$ cat src/rtl/poa_pkg.sv
package poa_pkg;

    localparam int LVL_W  = 3;
    localparam int ADDR_W = 8;
    localparam int CTL_W  = 4;
    localparam int RD_W   = 32;

    // register offsets inside one level's window
    localparam logic [ADDR_W-1:0] OFS_STATE = 8'h00;
    localparam logic [ADDR_W-1:0] OFS_CTRL  = 8'h08;
    localparam logic [ADDR_W-1:0] OFS_STAT  = 8'h0C;

    // control value bit positions
    localparam int CB_REQ   = 0;
    localparam int CB_REL   = 1;
    localparam int CB_SEIZE = 2;
    localparam int CB_EST   = 3;

    // decoded action of one control write
    typedef struct packed {
        logic             req;
        logic             rel;
        logic             seize;
        logic             set_est;
        logic [LVL_W-1:0] lvl;
    } ctl_act_t;

    function automatic logic [7:0] state_byte(logic v, logic [LVL_W-1:0] l, logic est);
        return {1'b1, 2'b00, (v ? l : {LVL_W{1'b0}}), v, est};
    endfunction

endpackage

$ cat src/rtl/poa_wr_decode.sv
module poa_wr_decode
    import poa_pkg::*;
#(
    parameter int NUM_LVL     = 5,
    parameter int EST_MIN_LVL = 3
) (
    input  logic              wr_en,
    input  logic [LVL_W-1:0]  wr_lvl,
    input  logic [ADDR_W-1:0] wr_addr,
    input  logic [CTL_W-1:0]  wr_bits,
    output ctl_act_t          act
);
    logic hit;
    logic est_ok;

    assign hit    = wr_en && (wr_addr == OFS_CTRL) && (int'(wr_lvl) < NUM_LVL);
    assign est_ok = int'(wr_lvl) >= EST_MIN_LVL;

    always_comb begin
        act.req     = hit && wr_bits[CB_REQ];
        act.rel     = hit && wr_bits[CB_REL];
        act.seize   = hit && wr_bits[CB_SEIZE];
        act.set_est = hit && wr_bits[CB_EST] && est_ok;
        act.lvl     = wr_lvl;
    end
endmodule

$ cat src/rtl/poa_owner_core.sv
module poa_owner_core
    import poa_pkg::*;
#(
    parameter int NUM_LVL = 5
) (
    input  logic               clk,
    input  logic               rst,
    input  ctl_act_t           act,
    input  logic               hash_end,
    output logic               own_v,
    output logic [LVL_W-1:0]   own_l,
    output logic               estab,
    output logic [NUM_LVL-1:0] seized,
    output logic [NUM_LVL-1:0] grant
);
    logic               own_v_q, own_v_n;
    logic [LVL_W-1:0]   own_l_q, own_l_n;
    logic               est_q, est_n;
    logic [NUM_LVL-1:0] pend_q, pend_n;
    logic [NUM_LVL-1:0] sz_q, sz_n;
    logic [LVL_W-1:0]   hi;

    always_comb begin
        own_v_n = own_v_q;
        own_l_n = own_l_q;
        est_n   = est_q;
        pend_n  = pend_q;
        sz_n    = sz_q;
        hi      = '0;

        if (act.req) begin
            if (!(own_v_q && own_l_q == act.lvl)) pend_n[act.lvl] = 1'b1;
            sz_n[act.lvl] = 1'b0;
        end
        if (act.rel && own_v_q && own_l_q == act.lvl) begin
            own_v_n = 1'b0;
            own_l_n = '0;
        end
        if (act.seize && own_v_q && act.lvl > own_l_q) begin
            sz_n[own_l_q]   = 1'b1;
            own_l_n         = act.lvl;
            pend_n[act.lvl] = 1'b0;
        end
        if (act.set_est) est_n = 1'b1;
        if (hash_end)    est_n = 1'b0;

        // arbitration only when the device was free at the start of the cycle
        for (int i = 0; i < NUM_LVL; i++)
            if (pend_n[i]) hi = LVL_W'(i);
        if (!own_v_q && |pend_n) begin
            own_v_n    = 1'b1;
            own_l_n    = hi;
            pend_n[hi] = 1'b0;
        end
    end

    always_ff @(posedge clk) begin
        if (rst) begin
            own_v_q <= 1'b0;
            own_l_q <= '0;
            est_q   <= 1'b1;
            pend_q  <= '0;
            sz_q    <= '0;
        end else begin
            own_v_q <= own_v_n;
            own_l_q <= own_l_n;
            est_q   <= est_n;
            pend_q  <= pend_n;
            sz_q    <= sz_n;
        end
    end

    for (genvar g = 0; g < NUM_LVL; g++) begin : g_grant
        assign grant[g] = own_v_q && (own_l_q == LVL_W'(g));
    end

    assign own_v  = own_v_q;
    assign own_l  = own_l_q;
    assign estab  = est_q;
    assign seized = sz_q;
endmodule

$ cat src/rtl/poa_read_mux.sv
module poa_read_mux
    import poa_pkg::*;
#(
    parameter int NUM_LVL = 5
) (
    input  logic [LVL_W-1:0]   rd_lvl,
    input  logic [ADDR_W-1:0]  rd_addr,
    input  logic               own_v,
    input  logic [LVL_W-1:0]   own_l,
    input  logic               estab,
    input  logic [NUM_LVL-1:0] seized,
    input  logic [NUM_LVL-1:0] grant,
    output logic [RD_W-1:0]    rd_data
);
    logic [1:0] stat_w [NUM_LVL];
    logic [1:0] stat_sel;

    for (genvar g = 0; g < NUM_LVL; g++) begin : g_stat
        assign stat_w[g] = {seized[g], grant[g]};
    end

    always_comb begin
        stat_sel = 2'b00;
        for (int i = 0; i < NUM_LVL; i++)
            if (int'(rd_lvl) == i) stat_sel = stat_w[i];
    end

    always_comb begin
        case (rd_addr)
            OFS_STATE: rd_data = {{(RD_W-8){1'b0}}, state_byte(own_v, own_l, estab)};
            OFS_STAT:  rd_data = {{(RD_W-2){1'b0}}, stat_sel};
            default:   rd_data = '0;
        endcase
    end
endmodule

$ cat src/rtl/priv_owner_arb.sv
module priv_owner_arb
    import poa_pkg::*;
#(
    parameter int NUM_LVL     = 5,
    parameter int EST_MIN_LVL = 3
) (
    input  logic              clk,
    input  logic              rst,
    input  logic              wr_en,
    input  logic [LVL_W-1:0]  wr_lvl,
    input  logic [ADDR_W-1:0] wr_addr,
    input  logic [CTL_W-1:0]  wr_bits,
    input  logic              hash_end,
    input  logic [LVL_W-1:0]  rd_lvl,
    input  logic [ADDR_W-1:0] rd_addr,
    output logic [RD_W-1:0]   rd_data,
    output logic              own_valid,
    output logic [LVL_W-1:0]  own_lvl
);
    ctl_act_t           act_w;
    logic               estab_w;
    logic [NUM_LVL-1:0] seized_w;
    logic [NUM_LVL-1:0] grant_w;

    poa_wr_decode #(.NUM_LVL(NUM_LVL), .EST_MIN_LVL(EST_MIN_LVL)) u_dec (
        .wr_en   (wr_en),
        .wr_lvl  (wr_lvl),
        .wr_addr (wr_addr),
        .wr_bits (wr_bits),
        .act     (act_w)
    );

    poa_owner_core #(.NUM_LVL(NUM_LVL)) u_core (
        .clk      (clk),
        .rst      (rst),
        .act      (act_w),
        .hash_end (hash_end),
        .own_v    (own_valid),
        .own_l    (own_lvl),
        .estab    (estab_w),
        .seized   (seized_w),
        .grant    (grant_w)
    );

    poa_read_mux #(.NUM_LVL(NUM_LVL)) u_rd (
        .rd_lvl  (rd_lvl),
        .rd_addr (rd_addr),
        .own_v   (own_valid),
        .own_l   (own_lvl),
        .estab   (estab_w),
        .seized  (seized_w),
        .grant   (grant_w),
        .rd_data (rd_data)
    );
endmodule

$ cat config.mk
export PLATFORM = sky130hd
export DESIGN_NAME = priv_owner_arb
export DESIGN_NICKNAME = d
export VERILOG_FILES = /design/src/rtl/poa_pkg.sv /design/src/rtl/poa_wr_decode.sv /design/src/rtl/poa_owner_core.sv /design/src/rtl/poa_read_mux.sv /design/src/rtl/priv_owner_arb.sv
export SDC_FILE = /design/constraint.sdc
export NUM_CORES = 1
export LEC_CHECK = 0
export BUFFER_PORTS_ARGS = -buffer_cell sky130_fd_sc_hd__buf_2
export CELL_PAD_IN_SITES_DETAIL_PLACEMENT = 1
export CELL_PAD_IN_SITES_GLOBAL_PLACEMENT = 1
export CORE_MARGIN = 5
export CORE_UTILIZATION = 37
export CTS_BUF_LIST = sky130_fd_sc_hd__clkbuf_8
export DETAILED_ROUTE_END_ITERATION = 12
export PLACE_DENSITY = 0.9
export RECOVER_POWER = 25
export SETUP_SLACK_MARGIN = 0.15
export SLEW_MARGIN = 15
export SYNTH_ARGS = -nofsm -noshare
export SYNTH_HDL_FRONTEND = slang
export SYNTH_SLANG_ARGS = --single-unit
$ cat constraint.sdc
create_clock -name clk -period 3.1 [get_ports clk]
set_input_delay 0.155 -clock clk [delete_from_list [all_inputs] [get_ports clk]]
set_output_delay 0.155 -clock clk [all_outputs]
set_load 0.01 [all_outputs]
* Word-level counts from Yosys, hierarchy flattened
Index checks and enable logic that the tools add are counted.
** Storage, ports and cells
- Flip-flop bits (word level) :: 15
- Bits of input ports :: 30
- Output and inout bits :: 36
- Word-level logic and storage cells :: 91
** Cells by class
- $lt $le $gt $ge :: 9
- Equality and inequality tests :: 11
- Mux-type cells :: 30
- Bitwise operators :: 7
- Reductions and logical operators :: 29
** Operator list (count)
- $mux 5 :: 6
- $logic_and 1x1->1 :: 21
- $eq 8x4->1 const B :: 2
- $pmux 8 s2 :: 1
- $and 5x5->5 :: 3
- $mux 3 :: 5
- $mux 2 :: 7
- $eq 3x3->1 const B :: 4
- $lt 3x4->1 const B :: 3
- $not 5->5 :: 2
- $or 5x5->5 :: 2
- $demux 1 s3 :: 3
- $eq 3x2->1 const B :: 3
- $ge 3x1->1 const B :: 3
- $logic_not 8->1 :: 1
- $mux 1 :: 8
- $logic_not 3->1 :: 2
- $reduce_or 5->1 :: 1
- $reduce_bool 2->1 :: 2
- $eq 3x1->1 const B :: 1
- $eq 3x3->1 :: 1
- $ge 3x2->1 const B :: 1
- $gt 3x3->1 :: 1
- $lt 3x3->1 const B :: 1
- other kinds (2) :: 2

* Depth between registers and ports, before layout
- Word-level depth :: 20
- Mapped depth :: 10
- Depth with buffers taken out :: 8

* Modules after synthesis
From an unflattened synthesis, not the netlist that was laid out.
** Second synthesis, totals
- Cells, all modules :: 180
- Area, all modules :: 1417.6 um2
** By module, submodules not included
- poa_owner_core :: times used 1, cells an instance 106, area each 917.1 um2, sequential area each 300.3 um2
- poa_read_mux :: times used 1, cells an instance 58, area each 410.4 um2, sequential area each 0.0 um2
- poa_wr_decode :: times used 1, cells an instance 16, area each 90.1 um2, sequential area each 0.0 um2

* Worst setup path before layout
No wires, ideal clock.
- Kind :: reg2reg
- From :: reg u_core.own_l_q[1] (netlist: u_core.own_l[1])
- To :: reg u_core.own_l_q[2] (netlist: u_core.own_l[2])
- Setup time :: 0.132 ns
- Arrival time :: 2.027 ns
- Required time :: 2.968 ns
- Path slack :: 0.942 ns
- Cell stages (with the launch flop) :: 10
- Path buffers :: 1
- Clock period less this slack :: 2.158 ns
- Path through :: dfxtp_1 inv_1 ha_1 and4_1 nor2b_1 buf_6 a311oi_2 o22a_2 o2111ai_1 a21oi_1
** On the way
- Word-level cells in the longest chain between the ends :: 9
- Elaborated cells on any way between the ends :: 15
- Classes of those cells :: order compare (1); eq/ne (1); mux (6); bitwise (1); reduce/logical (6)
** Ends and longest elaborated chain
- from (decl) :: RTL line poa_owner_core.sv:17 : logic [LVL_W-1:0] own_l_q, own_l_n;
- from (signal assigned) :: RTL line poa_owner_core.sv:66 : own_l_q <= own_l_n;
- $eq 3x3->1 :: RTL line poa_owner_core.sv:32, poa_owner_core.sv:35
- $logic_and 1x1->1 :: RTL line poa_owner_core.sv:32 : if (!(own_v_q && own_l_q == act.lvl)) pend_n[act.lvl] = 1'b1;
- $mux 5 :: RTL line poa_owner_core.sv:32
- $mux 5 :: RTL line poa_owner_core.sv:31 : if (act.req) begin
- $and 5x5->5 (no line)
- $mux 5 :: RTL line poa_owner_core.sv:39 : if (act.seize && own_v_q && act.lvl > own_l_q) begin
- $reduce_or 5->1 :: RTL line poa_owner_core.sv:50 : if (!own_v_q && |pend_n) begin
- $logic_and 1x1->1 :: RTL line poa_owner_core.sv:50
- $reduce_bool 3->1 (no line) or $mux 3 (tied branches)
Parallel ways exist; a longest one is shown, timed or not.
A chain may end at the register's enable or synchronous reset.

* Worst setup path in the final report
- From :: reg u_core.own_l_q[1] (netlist: u_core.own_l[1])
- To :: reg u_core.own_l_q[0] (netlist: u_core.own_l[0])
** On the way
- Word-level cells in the longest chain between the ends :: 11
- Elaborated cells on any way between the ends :: 18
- Classes of those cells :: order compare (1); eq/ne (1); mux (9); bitwise (1); reduce/logical (6)
** Ends and longest elaborated chain
- $eq 3x3->1 :: RTL line poa_owner_core.sv:32, poa_owner_core.sv:35
- $logic_and 1x1->1 :: RTL line poa_owner_core.sv:32
- $mux 5 :: RTL line poa_owner_core.sv:32
- $mux 5 :: RTL line poa_owner_core.sv:31
- $and 5x5->5 (no line)
- $mux 5 :: RTL line poa_owner_core.sv:39
- $mux 1 :: RTL line poa_owner_core.sv:49 : if (pend_n[i]) hi = LVL_W'(i);
- $mux 2 (2 in series) :: RTL line poa_owner_core.sv:49
- $mux 3 :: RTL line poa_owner_core.sv:49
- $mux 3 :: RTL line poa_owner_core.sv:50
Parallel ways exist; a longest one is shown, timed or not.

==> impl_metrics.tcl <==
set metrics [dict create \
    post-route-period-util_pct 76.8 \
    synthTopCellsByArea "dfxtp_1 (20%), buf_4 (13%), a21oi_1 (3.4%)" \
    wl_um 4380 \
    yosys.area_share.xor_xnor_pct 1.19 \
    firstDrtPassIters 4 \
    synth_top_family_by_area "compound AO/OA/AOI/OAI gates" \
    ios 66 \
    reg2reg_to "u_core.own_l[0]" \
    placed_area_um2 1570 \
    crit_required_ns 3.24 \
    die_y_um 73.0 \
    status "complete, no violations" \
    clock.fmax_mhz 420 \
    htree_levels 1 \
    fin_nets 250 \
    r2r-start "u_core.own_l[1]" \
    numCtsBuffers 3 \
    yosysWarnings 0 \
    cp_slowest_cell "dfxtp_1" \
    clk_pin_slew_ns 0.06 \
    placementRows 23 \
    r2r_slack_ns 0.72 \
    io_buffers 39 \
    design_area_um2 1610 \
    core_area_um2 3910 \
    num_vias 1471 \
    power.density_nw_per_um2 271 \
    setup_viol 0 \
    clockBufferDepth 2 \
    ys_ff_latch 15 \
    synth-main-ff-cell "dfxtp_1" \
    grt_overflow 0 \
    ff2ff_path_depth 9 \
    crit_top_cell "a31oi_1" \
    path_cells "inv_1, ha_1, and4_1, nor2b_1, buf_4, a41oi_1, a31oi_1, o311ai_1, a31oi_1" \
    synthAdderAreaFrac_pct 2.55 \
    grt_pass1_wl_um 7070 \
    ant_nets 0 \
    crit_start "u_core.own_l[1]" \
    power.total_mw 0.437 \
    worst_setup_path_start_kind "flop" \
    cp.arrival_ns 2.52 \
    dp.final_hpwl_um 3340 \
    setup_ws_ns 0.719 \
    drv_cap 0 \
    post-place-ws_ns 0.781 \
    fin_cells 266 \
    drt-initial-drc-count 81 \
    synth.top_cell.area_share_pct 20.4 \
    finalSetupTns_ns 0 \
    cts_tree "yes" \
    grt_pass1_vias 1486 \
    grt_usage_pct 17.1 \
    min_period_ns 2.38 \
    routedWlPerCell_um 16.5 \
    netlist-cell-type-count 57 \
    drc_errors 0 \
    layout-drive-gt1-share_pct 27.3 \
    crit_end "u_core.own_l[0]" \
    final_util_pct 41.2 \
    initial_utilization_pct 37.6 \
    yosys.area_share.simple_pct 25.3 \
    cts.repair.resized 0 \
    hold_violations 0 \
    final_common_cell "buf_2" \
    die_w_um 73.0 \
    dieArea_um2 5330 \
    worst_pin_slew_ns 0.481 \
    syn_area_per_cell_um2 8.21 \
    cts_hold_buf 0 \
    end_kind "flop" \
    synth_edf_count 0 \
    diodes 0 \
    worst-setup-path-type "flop to flop" \
    crit_fanout 7 \
    dp_cells 262 \
    most-common-layout-cells "buf_2 (34), conb_1 (26), dfxtp_1 (15), nor2_1 (13)" \
    synth_area_um2 1470 \
    rsz0062_at_grt "false" \
    gp_congestion 0.835 \
    muxShareOfSynthArea_pct 2.13 \
    ir_drop_mv 0.0974 \
    maxSlewViolCount 0 \
    fin_worst_hold_slack_ns 0.0817 \
    grt_max_degree 18 \
    root_buffer "clkbuf_8" \
    slowest_delay_ns 0.42 \
    fin_worst_skew_ns 0.00324 \
    clk_latency_ns 0.26 \
    antenna_found_initial 0 \
    syn_inst 179 \
    slew-limit-headroom_pct 67.1 \
    synth-seq-area-share_pct 20.4 \
    synthArstFlopShare_pct 0 \
    drt-vias-per-instance 5.53 \
    synth_top_area_cell "dfxtp_1" \
    clock_sinks 15 \
    postCtsSetupRepairBufs 0 \
    area_delta_synth_final_pct 9.62 \
    synth-compound-area-share_pct 28.9 \
    min_path_type "primary input to flop" \
    power.leakage_nw 0.649 \
]
==> kinds of logic (layout without fill, tap and decap cells) <==
kind of cell / after synthesis / in the layout
XOR/XNOR: 2 / 2
flip-flops: 15 / 15
buffers and inverters: 38 / 50
AND/OR/NAND/NOR: 65 / 65
multiplexers: 3 / 3
other: 1 / 26
adder cells (fa/ha/maj): 3 / 3
AO/OA/AOI/OAI: 52 / 52
==> registers in the layout (all words and copies together), names as in the netlist <==
signal,flops
u_core.pend_q,5
u_core.seized,5
u_core.own_l,3
u_core.own_v,1
u_core.estab,1
==> cell type report <==
cell class / instances / area [um2]
clock buffers: 3 / 41.3
clock inverters: 1 / 3.75
fillers: 531 / 2300
well taps: 50 / 62.6
multi-input cells: 151 / 981
flip-flops and latches: 15 / 300
inverters: 5 / 18.8
repair buffers: 41 / 204
==> critical path: cells and delay by family (launching register included) <==
family	cells	cell delay, ns
AND/OR/NAND/NOR	2	0.33
adder cells (fa/ha/maj)	1	0.38
AO/OA/AOI/OAI	4	0.80
buffers and inverters	2	0.33
flip-flops	1	0.42
==> routing by layer <==
| metal | track usage, % | share of wire [%] |
|---|---|---|
| met5 | 0 | 0 |
| met4 | 7.17 | 2.1 |
| met3 | 4.68 | 8.6 |
| met2 | 29.3 | 49 |
| met1 | 19.8 | 40 |
==> cells in the mapped netlist (2+ instances only) <==
master,instances
a31oi_1,5
nand3_1,8
inv_1,5
a41oi_1,2
a311oi_2,2
nor2b_1,3
o22ai_1,2
nand2_1,10
and4_1,2
nand2_2,2
and2b_4,2
nand4_1,4
and3_4,2
nor4_1,2
buf_6,4
o21bai_1,2
buf_4,26
o2111ai_1,2
ha_1,3
nor3b_1,3
nor2_1,13
a21o_1,3
a22oi_1,2
mux2i_1,2
nor3_1,7
o21ai_0,5
a32oi_1,2
dfxtp_1,15
xor2_1,2
a21oi_1,10
==> power breakdown <==
group / switching, mW / internal [mW]
Combinational: 0.0508 / 0.0255
Sequential: 0.000733 / 0.194
Clock: 0.0783 / 0.0883
Total: 0.130 / 0.307
==> worst min-delay path by stage <==
| stage | from | endpoint | slack [ns] | cells past startpoint |
|---|---|---|---|---|
| 3_5_place_dp | hash_end | u_core.estab | 0.36 | 2 |
| 4_1_cts | hash_end | u_core.estab | 0.08 | 2 |
| 6_report | hash_end | u_core.estab | 0.08 | 2 |
| 2_1_floorplan | rst | u_core.pend_q[4] | 0.23 | 1 |
| 5_1_grt | hash_end | u_core.estab | 0.08 | 2 |
| 3_3_place_gp | hash_end | u_core.estab | 0.35 | 2 |
(Power assumes the default switching activity.)
